**config.mk**
```make
export PLATFORM = sky130hd
export DESIGN_NAME = uart_rx_status
export DESIGN_NICKNAME = d
export VERILOG_FILES = /design/src/rtl/uart_rx_status_pkg.sv /design/src/rtl/rx_clr_seq.sv /design/src/rtl/rx_hold.sv /design/src/rtl/rx_idle_gate.sv /design/src/rtl/uart_rx_status.sv
export SDC_FILE = /design/constraint.sdc
export NUM_CORES = 1
export LEC_CHECK = 0
export ABC_AREA = 1
export BUFFER_PORTS_ARGS = -buffer_cell sky130_fd_sc_hd__clkbuf_2
export CORE_MARGIN = 5
export CORE_UTILIZATION = 49
export DETAILED_ROUTE_END_ITERATION = 7
export PLACE_DENSITY = 0.85
export REMOVE_ABC_BUFFERS = 1
export SYNTH_ARGS = -nofsm -noshare
export SYNTH_HDL_FRONTEND = slang
export SYNTH_SLANG_ARGS = --single-unit
```
**constraint.sdc**
```tcl
create_clock -name clk -period 1.7 [get_ports clk]
set_input_delay 0.34 -clock clk [delete_from_list [all_inputs] [get_ports clk]]
set_output_delay 0.34 -clock clk [all_outputs]
set_load 0.03 [all_outputs]
```
**src/rtl/uart_rx_status_pkg.sv**
```systemverilog
package uart_rx_status_pkg;

    // status word layout
    localparam int ST_PE   = 0;
    localparam int ST_FE   = 1;
    localparam int ST_NF   = 2;
    localparam int ST_OVR  = 3;
    localparam int ST_IDLE = 4;
    localparam int ST_RXNE = 5;
    localparam int ST_W    = 6;

    typedef enum logic {
        SEQ_DISARMED,
        SEQ_ARMED
    } seq_state_t;

    typedef enum logic {
        IDL_WAIT_WORD,
        IDL_READY
    } idle_state_t;

endpackage

```
**src/rtl/rx_clr_seq.sv**
```systemverilog
module rx_clr_seq
    import uart_rx_status_pkg::*;
(
    input  logic clk,
    input  logic rst_n,
    input  logic stat_rd,
    input  logic data_rd,
    output logic clr,
    output logic armed
);

    seq_state_t state_q, state_d;

    always_ff @(posedge clk or negedge rst_n) begin
        if (!rst_n) state_q <= SEQ_DISARMED;
        else        state_q <= state_d;
    end

    always_comb begin
        state_d = state_q;
        unique case (state_q)
            SEQ_DISARMED: if (stat_rd) state_d = SEQ_ARMED;
            SEQ_ARMED:    if (data_rd) state_d = SEQ_DISARMED;
            default:      state_d = SEQ_DISARMED;
        endcase
    end

    always_comb begin
        clr   = 1'b0;
        armed = 1'b0;
        unique case (state_q)
            SEQ_DISARMED: ;
            SEQ_ARMED: begin
                armed = 1'b1;
                clr   = data_rd;
            end
            default: ;
        endcase
    end

endmodule

```
**src/rtl/rx_hold.sv**
```systemverilog
module rx_hold #(
    parameter int DW = 8
) (
    input  logic          clk,
    input  logic          rst_n,
    input  logic          ev_done,
    input  logic [DW-1:0] ev_data,
    input  logic          ev_parity_bad,
    input  logic          ev_frame_bad,
    input  logic          ev_break,
    input  logic          ev_noise,
    input  logic          lin_slave,
    input  logic          data_rd,
    input  logic          clr,
    output logic [DW-1:0] hold_q,
    output logic          rxne_q,
    output logic          ovr_q,
    output logic          pe_q,
    output logic          fe_q,
    output logic          nf_q,
    output logic          load
);

    logic rxne_eff;
    logic ovr_ev;
    logic pe_clr;
    logic fe_set;

    always_comb begin
        rxne_eff = rxne_q & ~data_rd;       // a read in this cycle frees the register
        load     = ev_done & ~rxne_eff;
        ovr_ev   = ev_done &  rxne_eff;
        pe_clr   = clr & rxne_q;
        fe_set   = ev_frame_bad | (ev_break & ~lin_slave);
    end

    always_ff @(posedge clk or negedge rst_n) begin
        if (!rst_n) begin
            hold_q <= '0;
            rxne_q <= 1'b0;
            ovr_q  <= 1'b0;
            pe_q   <= 1'b0;
            fe_q   <= 1'b0;
            nf_q   <= 1'b0;
        end else begin
            if (load) hold_q <= ev_data;
            rxne_q <= load | rxne_eff;
            ovr_q  <= (ovr_q & ~clr)    | ovr_ev;
            pe_q   <= (pe_q  & ~pe_clr) | (load & ev_parity_bad);
            fe_q   <= (fe_q  & ~clr)    | (load & fe_set);
            nf_q   <= (nf_q  & ~clr)    | (load & ev_noise);
        end
    end

endmodule

```
**src/rtl/rx_idle_gate.sv**
```systemverilog
module rx_idle_gate
    import uart_rx_status_pkg::*;
(
    input  logic clk,
    input  logic rst_n,
    input  logic ev_idle,
    input  logic load,
    input  logic clr,
    output logic idle_q,
    output logic idle_ready
);

    idle_state_t state_q, state_d;
    logic        idle_set;

    always_ff @(posedge clk or negedge rst_n) begin
        if (!rst_n) state_q <= IDL_WAIT_WORD;
        else        state_q <= state_d;
    end

    always_comb begin
        state_d = state_q;
        unique case (state_q)
            IDL_WAIT_WORD: if (load) state_d = IDL_READY;
            IDL_READY:     if (ev_idle && !load) state_d = IDL_WAIT_WORD;
            default:       state_d = IDL_WAIT_WORD;
        endcase
    end

    always_comb begin
        idle_set   = 1'b0;
        idle_ready = 1'b0;
        unique case (state_q)
            IDL_WAIT_WORD: ;
            IDL_READY: begin
                idle_ready = 1'b1;
                idle_set   = ev_idle;
            end
            default: ;
        endcase
    end

    always_ff @(posedge clk or negedge rst_n) begin
        if (!rst_n) idle_q <= 1'b0;
        else        idle_q <= (idle_q & ~clr) | idle_set;
    end

endmodule

```
**src/rtl/uart_rx_status.sv**
```systemverilog
module uart_rx_status
    import uart_rx_status_pkg::*;
#(
    parameter int DW        = 8,
    parameter int AW        = 2,
    parameter int STAT_ADDR = 0,
    parameter int DATA_ADDR = 1,
    localparam int RW       = (DW > ST_W) ? DW : ST_W
) (
    input  logic          clk,
    input  logic          rst_n,
    input  logic          ev_done,
    input  logic [DW-1:0] ev_data,
    input  logic          ev_parity_bad,
    input  logic          ev_frame_bad,
    input  logic          ev_break,
    input  logic          ev_noise,
    input  logic          ev_idle,
    input  logic          lin_slave,
    input  logic          rx_ie,
    input  logic          par_ie,
    input  logic          idle_ie,
    input  logic          rd_en,
    input  logic [AW-1:0] rd_addr,
    output logic [RW-1:0] rd_data,
    output logic          irq
);

    logic            stat_rd;
    logic            data_rd;
    logic            clr_pulse;
    logic            seq_armed;
    logic [DW-1:0]   hold_q;
    logic            rxne_q, ovr_q, pe_q, fe_q, nf_q;
    logic            word_load;
    logic            idle_q;
    logic            idle_ready;
    logic [ST_W-1:0] status;

    always_comb begin
        stat_rd = rd_en && (rd_addr == AW'(STAT_ADDR));
        data_rd = rd_en && (rd_addr == AW'(DATA_ADDR));
    end

    rx_clr_seq u_seq (
        .clk     (clk),
        .rst_n   (rst_n),
        .stat_rd (stat_rd),
        .data_rd (data_rd),
        .clr     (clr_pulse),
        .armed   (seq_armed)
    );

    rx_hold #(.DW(DW)) u_hold (
        .clk           (clk),
        .rst_n         (rst_n),
        .ev_done       (ev_done),
        .ev_data       (ev_data),
        .ev_parity_bad (ev_parity_bad),
        .ev_frame_bad  (ev_frame_bad),
        .ev_break      (ev_break),
        .ev_noise      (ev_noise),
        .lin_slave     (lin_slave),
        .data_rd       (data_rd),
        .clr           (clr_pulse),
        .hold_q        (hold_q),
        .rxne_q        (rxne_q),
        .ovr_q         (ovr_q),
        .pe_q          (pe_q),
        .fe_q          (fe_q),
        .nf_q          (nf_q),
        .load          (word_load)
    );

    rx_idle_gate u_idle (
        .clk        (clk),
        .rst_n      (rst_n),
        .ev_idle    (ev_idle),
        .load       (word_load),
        .clr        (clr_pulse),
        .idle_q     (idle_q),
        .idle_ready (idle_ready)
    );

    always_comb begin
        status          = '0;
        status[ST_PE]   = pe_q;
        status[ST_FE]   = fe_q;
        status[ST_NF]   = nf_q;
        status[ST_OVR]  = ovr_q;
        status[ST_IDLE] = idle_q;
        status[ST_RXNE] = rxne_q;
    end

    always_comb begin
        rd_data = '0;
        if (rd_addr == AW'(STAT_ADDR))      rd_data[ST_W-1:0] = status;
        else if (rd_addr == AW'(DATA_ADDR)) rd_data[DW-1:0]   = hold_q;
    end

    // noise and framing deliberately absent
    always_comb begin
        irq = (rx_ie   & (rxne_q | ovr_q))
            | (par_ie  & pe_q)
            | (idle_ie & idle_q);
    end

endmodule

```
# After elaboration in Yosys (flattened, before gate mapping)
# Index checks and enable logic that the tools add are counted.
# W data, S select, Z words.
# totals
ff_bits,16
elab_cells,59
# classes
muxes,11
n_bitwise,33
reduce_logical,5
eq_ne,1
# op_table
op,count
$and A1 B1 Y1,16
$or A1 B1 Y1,10
$mux W8,1
$not A1 Y1,7
$mux W1,6
$mux W6,1
$pmux W1 S2,2
$logic_and A1 B1 Y1,3
$eq A2 B1 Y1 const B,1
$logic_not A2 Y1,1
$mux W2,1
$logic_not A1 Y1,1

# Longest topological paths before layout
# depth
ltp_word,10
ltp_mapped,6
ltp_nobuf,6

# Modules after synthesis
# From an unflattened synthesis, not the netlist that was laid out.
# hier_totals
cells_unflattened,115
area_unflattened_um2,838.3
# modules_own_cells
mod,seq_area_each_um2,area_per_inst_um2,cells_each,instances
rx_hold,325.3,556.8,62,1
uart_rx_status,0.0,150.1,35,1
rx_idle_gate,50.0,80.1,10,1
rx_clr_seq,25.0,51.3,8,1

# Worst setup path after synthesis
# Ideal clock, no wire load.
# synth_path
path_type,input to output
startpoint,input port rd_addr[0]
endpoint,output port rd_data[6]
path_buffers,0
slack_ps,336
arrival_ps,1024
cell_stages,4
path_cell_list,inv_2 nor2_4 inv_1 nor2_1
# synth_between
elab_chain_len,3
# synth_lines
element,line_no,source
from (decl),uart_rx_status.sv:24,"input logic [AW-1:0] rd_addr,"
$eq A2 B1 Y1,uart_rx_status.sv:98,else if (rd_addr == AW'(DATA_ADDR)) rd_data[DW-1:0] = hold_q;
$mux W8,uart_rx_status.sv:98,
$mux W2 (*),uart_rx_status.sv:97,if (rd_addr == AW'(STAT_ADDR)) rd_data[ST_W-1:0] = status;
to (decl),uart_rx_status.sv:25,"output logic [RW-1:0] rd_data,"
# Mark *: on every way between the ends. The rest lies on a longest branch, timed or not.

# Worst setup path after layout
# layout_path
startpoint,register u_hold.rxne_q
endpoint,output port irq
# layout_between
elab_chain_len,4
# layout_lines
element,line_no,source
from (decl),rx_hold.sv:16,"output logic rxne_q,"
from (signal assigned),rx_hold.sv:47,rxne_q <= load | rxne_eff;
$or A1 B1 Y1,uart_rx_status.sv:103,irq = (rx_ie & (rxne_q | ovr_q))
$and A1 B1 Y1,uart_rx_status.sv:103,
$or A1 B1 Y1,uart_rx_status.sv:104,| (par_ie & pe_q)
$or A1 B1 Y1,uart_rx_status.sv:105,| (idle_ie & idle_q);
to (decl),uart_rx_status.sv:26,output logic irq
# Every way passes these cells.

==> impl_metrics.json <==
{
  "outcome": "finished, final reports clean",
  "max_freq_mhz": 672,
  "cts_tree": "done",
  "grt_pass1_wl_mm": 3.19,
  "nNetsFinal": 161,
  "leakage_uw": 0.000578,
  "cp_max_fo": 4,
  "cts_num_sinks": 16,
  "die_area_um2": 2540,
  "finalWirelength_mm": 1.89,
  "num_rows": 14,
  "drc_errors": 0,
  "synth.ff_latch_count": 16,
  "cts_setup_buffers": 0,
  "n_antenna_cell": 0,
  "grt_max_degree": 17,
  "hold_viol": 0,
  "layout_commonest_cell": "nand2_1",
  "num_io_pins": 32,
  "setup_violations": 0,
  "worst_ep_arrival_time_ns": 1.15,
  "maxCapViolCount": 0,
  "syn_to_final_growth_pct": 24.6,
  "htree_levels": 1,
  "holdCritStartpoint": "ev_idle",
  "period_share_pct": 87.6,
  "fp.coreArea_um2": 1520,
  "grt_pass1_vias": 761,
  "startpoint_type": "flop",
  "fillers": 131,
  "synthesis.area_um2": 800,
  "clock-skew-final_ns": 0.00194,
  "hp-class": "input port to flop",
  "track_usage_pct": 16.3,
  "drt_iter0_drc": 19,
  "cts.root.buffer_cell": "clkbuf_4",
  "critPathKind": "flop to output port",
  "cp.required_ns": 1.36,
  "die_x_um": 50.4,
  "drive_gt1_share_pct": 31.6,
  "synthCells": 102,
  "yosysSeqAreaShare_pct": 50.1,
  "start_util_pct": 52.5,
  "slew_headroom_pct": 74.0,
  "yosysWarnings": 0,
  "port_buffers": 31,
  "ir_worst_vdd_mv": 0.537,
  "num_vias": 782,
  "setup_slack_ns": 0.212,
  "worst_slew_pin_slew_ns": 0.390,
  "layout_min_cycle_time_ns": 1.49,
  "clk_pin_slew_ns": 0.09,
  "pwr_density_cell_nw_per_um2": 968,
  "setup_tns_ns": 0,
  "mostFrequentLayoutCells": "nand2_1 (42), clkbuf_2 (31), nand3_1 (17)",
  "synth_cell_type_count": 15,
  "vias_per_cell": 5.14,
  "startpoint": "u_hold.rxne_q",
  "clock_path_buffers": 2,
  "hpwl_mm": 1.49,
  "drt_pass1_iterations": 4,
  "overflow": 0,
  "postCtsResizedCells": 0,
  "clk_latency_ns": 0.29,
  "rsz0062_at_grt": "false",
  "gp_congestion": 0.824,
  "antenna_found_initial": 0,
  "slew_violations": 0,
  "pre_cts_ws_ns": 0.264,
  "cts_buffers": 3,
  "drtAntennaViolNets": 0,
  "r2r_start": "u_hold.rxne_q",
  "post_drt_wl_per_cell_um": 12.4,
  "worst_setup_path_end_kind": "output port",
  "fp.dieH_um": 50.4,
  "postSynthAreaPerCell_um2": 7.84
}
-- synth_stat cells --
cell type / count / area share (%)
o21bai_1: 1 / 0.94
nand3_2: 3 / 3.8
nand2_1: 42 / 20
dfrtp_1: 16 / 50
clkbuf_4: 1 / 0.94
nor2_4: 1 / 1.4
nand2_2: 2 / 1.6
o21ai_0: 3 / 1.9
inv_2: 2 / 0.94
or2_1: 1 / 0.78
nor2_1: 3 / 1.4
inv_1: 8 / 3.8
nand4_1: 1 / 0.78
buf_6: 1 / 1.4
nand3_1: 17 / 11
-- power by group --
group | leakage (µW) | internal [µW] | total, µW | switching [µW]
clock | 0.0000138 | 82.5 | 202 | 119
sequential | 0.000189 | 456 | 504 | 48.2
combinational | 0.000376 | 91.2 | 258 | 167
total | 0.000578 | 630 | 964 | 334
-- path summary, 6_finish.rpt --
kind                                          to  slack, ns  depth (start not counted)
worst max-delay path                         irq       0.21                          3
worst min-delay path              u_idle.state_q       0.24                          2
worst max register to register  u_hold.hold_q[7]       0.68                          4
worst min register to register  u_hold.hold_q[3]       0.48                          2
max in group asynchronous            u_hold.pe_q       0.93                          2
min in group asynchronous       u_hold.hold_q[5]       0.49                          2
-- kinds of logic after synthesis --
family                 after synthesis  synth area share (%)
buffers and inverters               12                  7.04
AO/OA/AOI/OAI                        4                  2.82
AND/OR/NAND/NOR                     70                  40.1
flip-flops                          16                  50.1
-- what timing repair did --
action                                  CTS  global route
hold endpoints to repair                 16             0
endpoints found under the setup margin    0             0
hold buffers                              1             0
-- final cells by class --
type / instances / area, µm² / share of cell area (%)
tap: 16 / 20.0 / 2.01
clock buffer: 3 / 22.5 / 2.26
timing repair buffer: 33 / 173 / 17.3
multi-input combinational: 74 / 343 / 34.4
inverter: 10 / 37.5 / 3.77
sequential: 16 / 400 / 40.2
-- registers in the layout, summed over array words and instances, names as in the netlist --
signal and cells:
u_hold.hold_q 8, u_hold.fe_q 1, u_hold.nf_q 1, u_hold.ovr_q 1, u_hold.pe_q 1, u_hold.rxne_q 1, u_idle.idle_q 1, u_idle.state_q 1
u_seq.state_q 1
-- routing by layer --
layer | up-vias | global-route usage [%] | share of wire [%]
met2 | 33 | 26.6 | 46
met1 | 356 | 19.2 | 42
met3 | 3 | 4.44 | 9.6
li1 | 390 | - | -
met5 | - | 0 | 0
met4 | 0 | 8.94 | 1.9
-- through the flow --
stage	hold slack, ns	area (µm²)	power (µW)	cells	utilization, %
after floorplan	0.0444	781	665	100	-
after global placement	0.274	963	758	148	63.2
after detailed placement	0.281	963	770	148	63.2
after CTS	0.242	996	972	152	65.4
after global routing	0.244	996	1030	152	65.4
final	0.242	996	964	152	65.4
-- worst max-delay path: stages (launching register included) --
cell and delay, ns:
dfrtp_1 0.43, o21ai_0 0.17, nand3_1 0.08, clkbuf_2 0.19
Power figures use the tool's default switching activity.
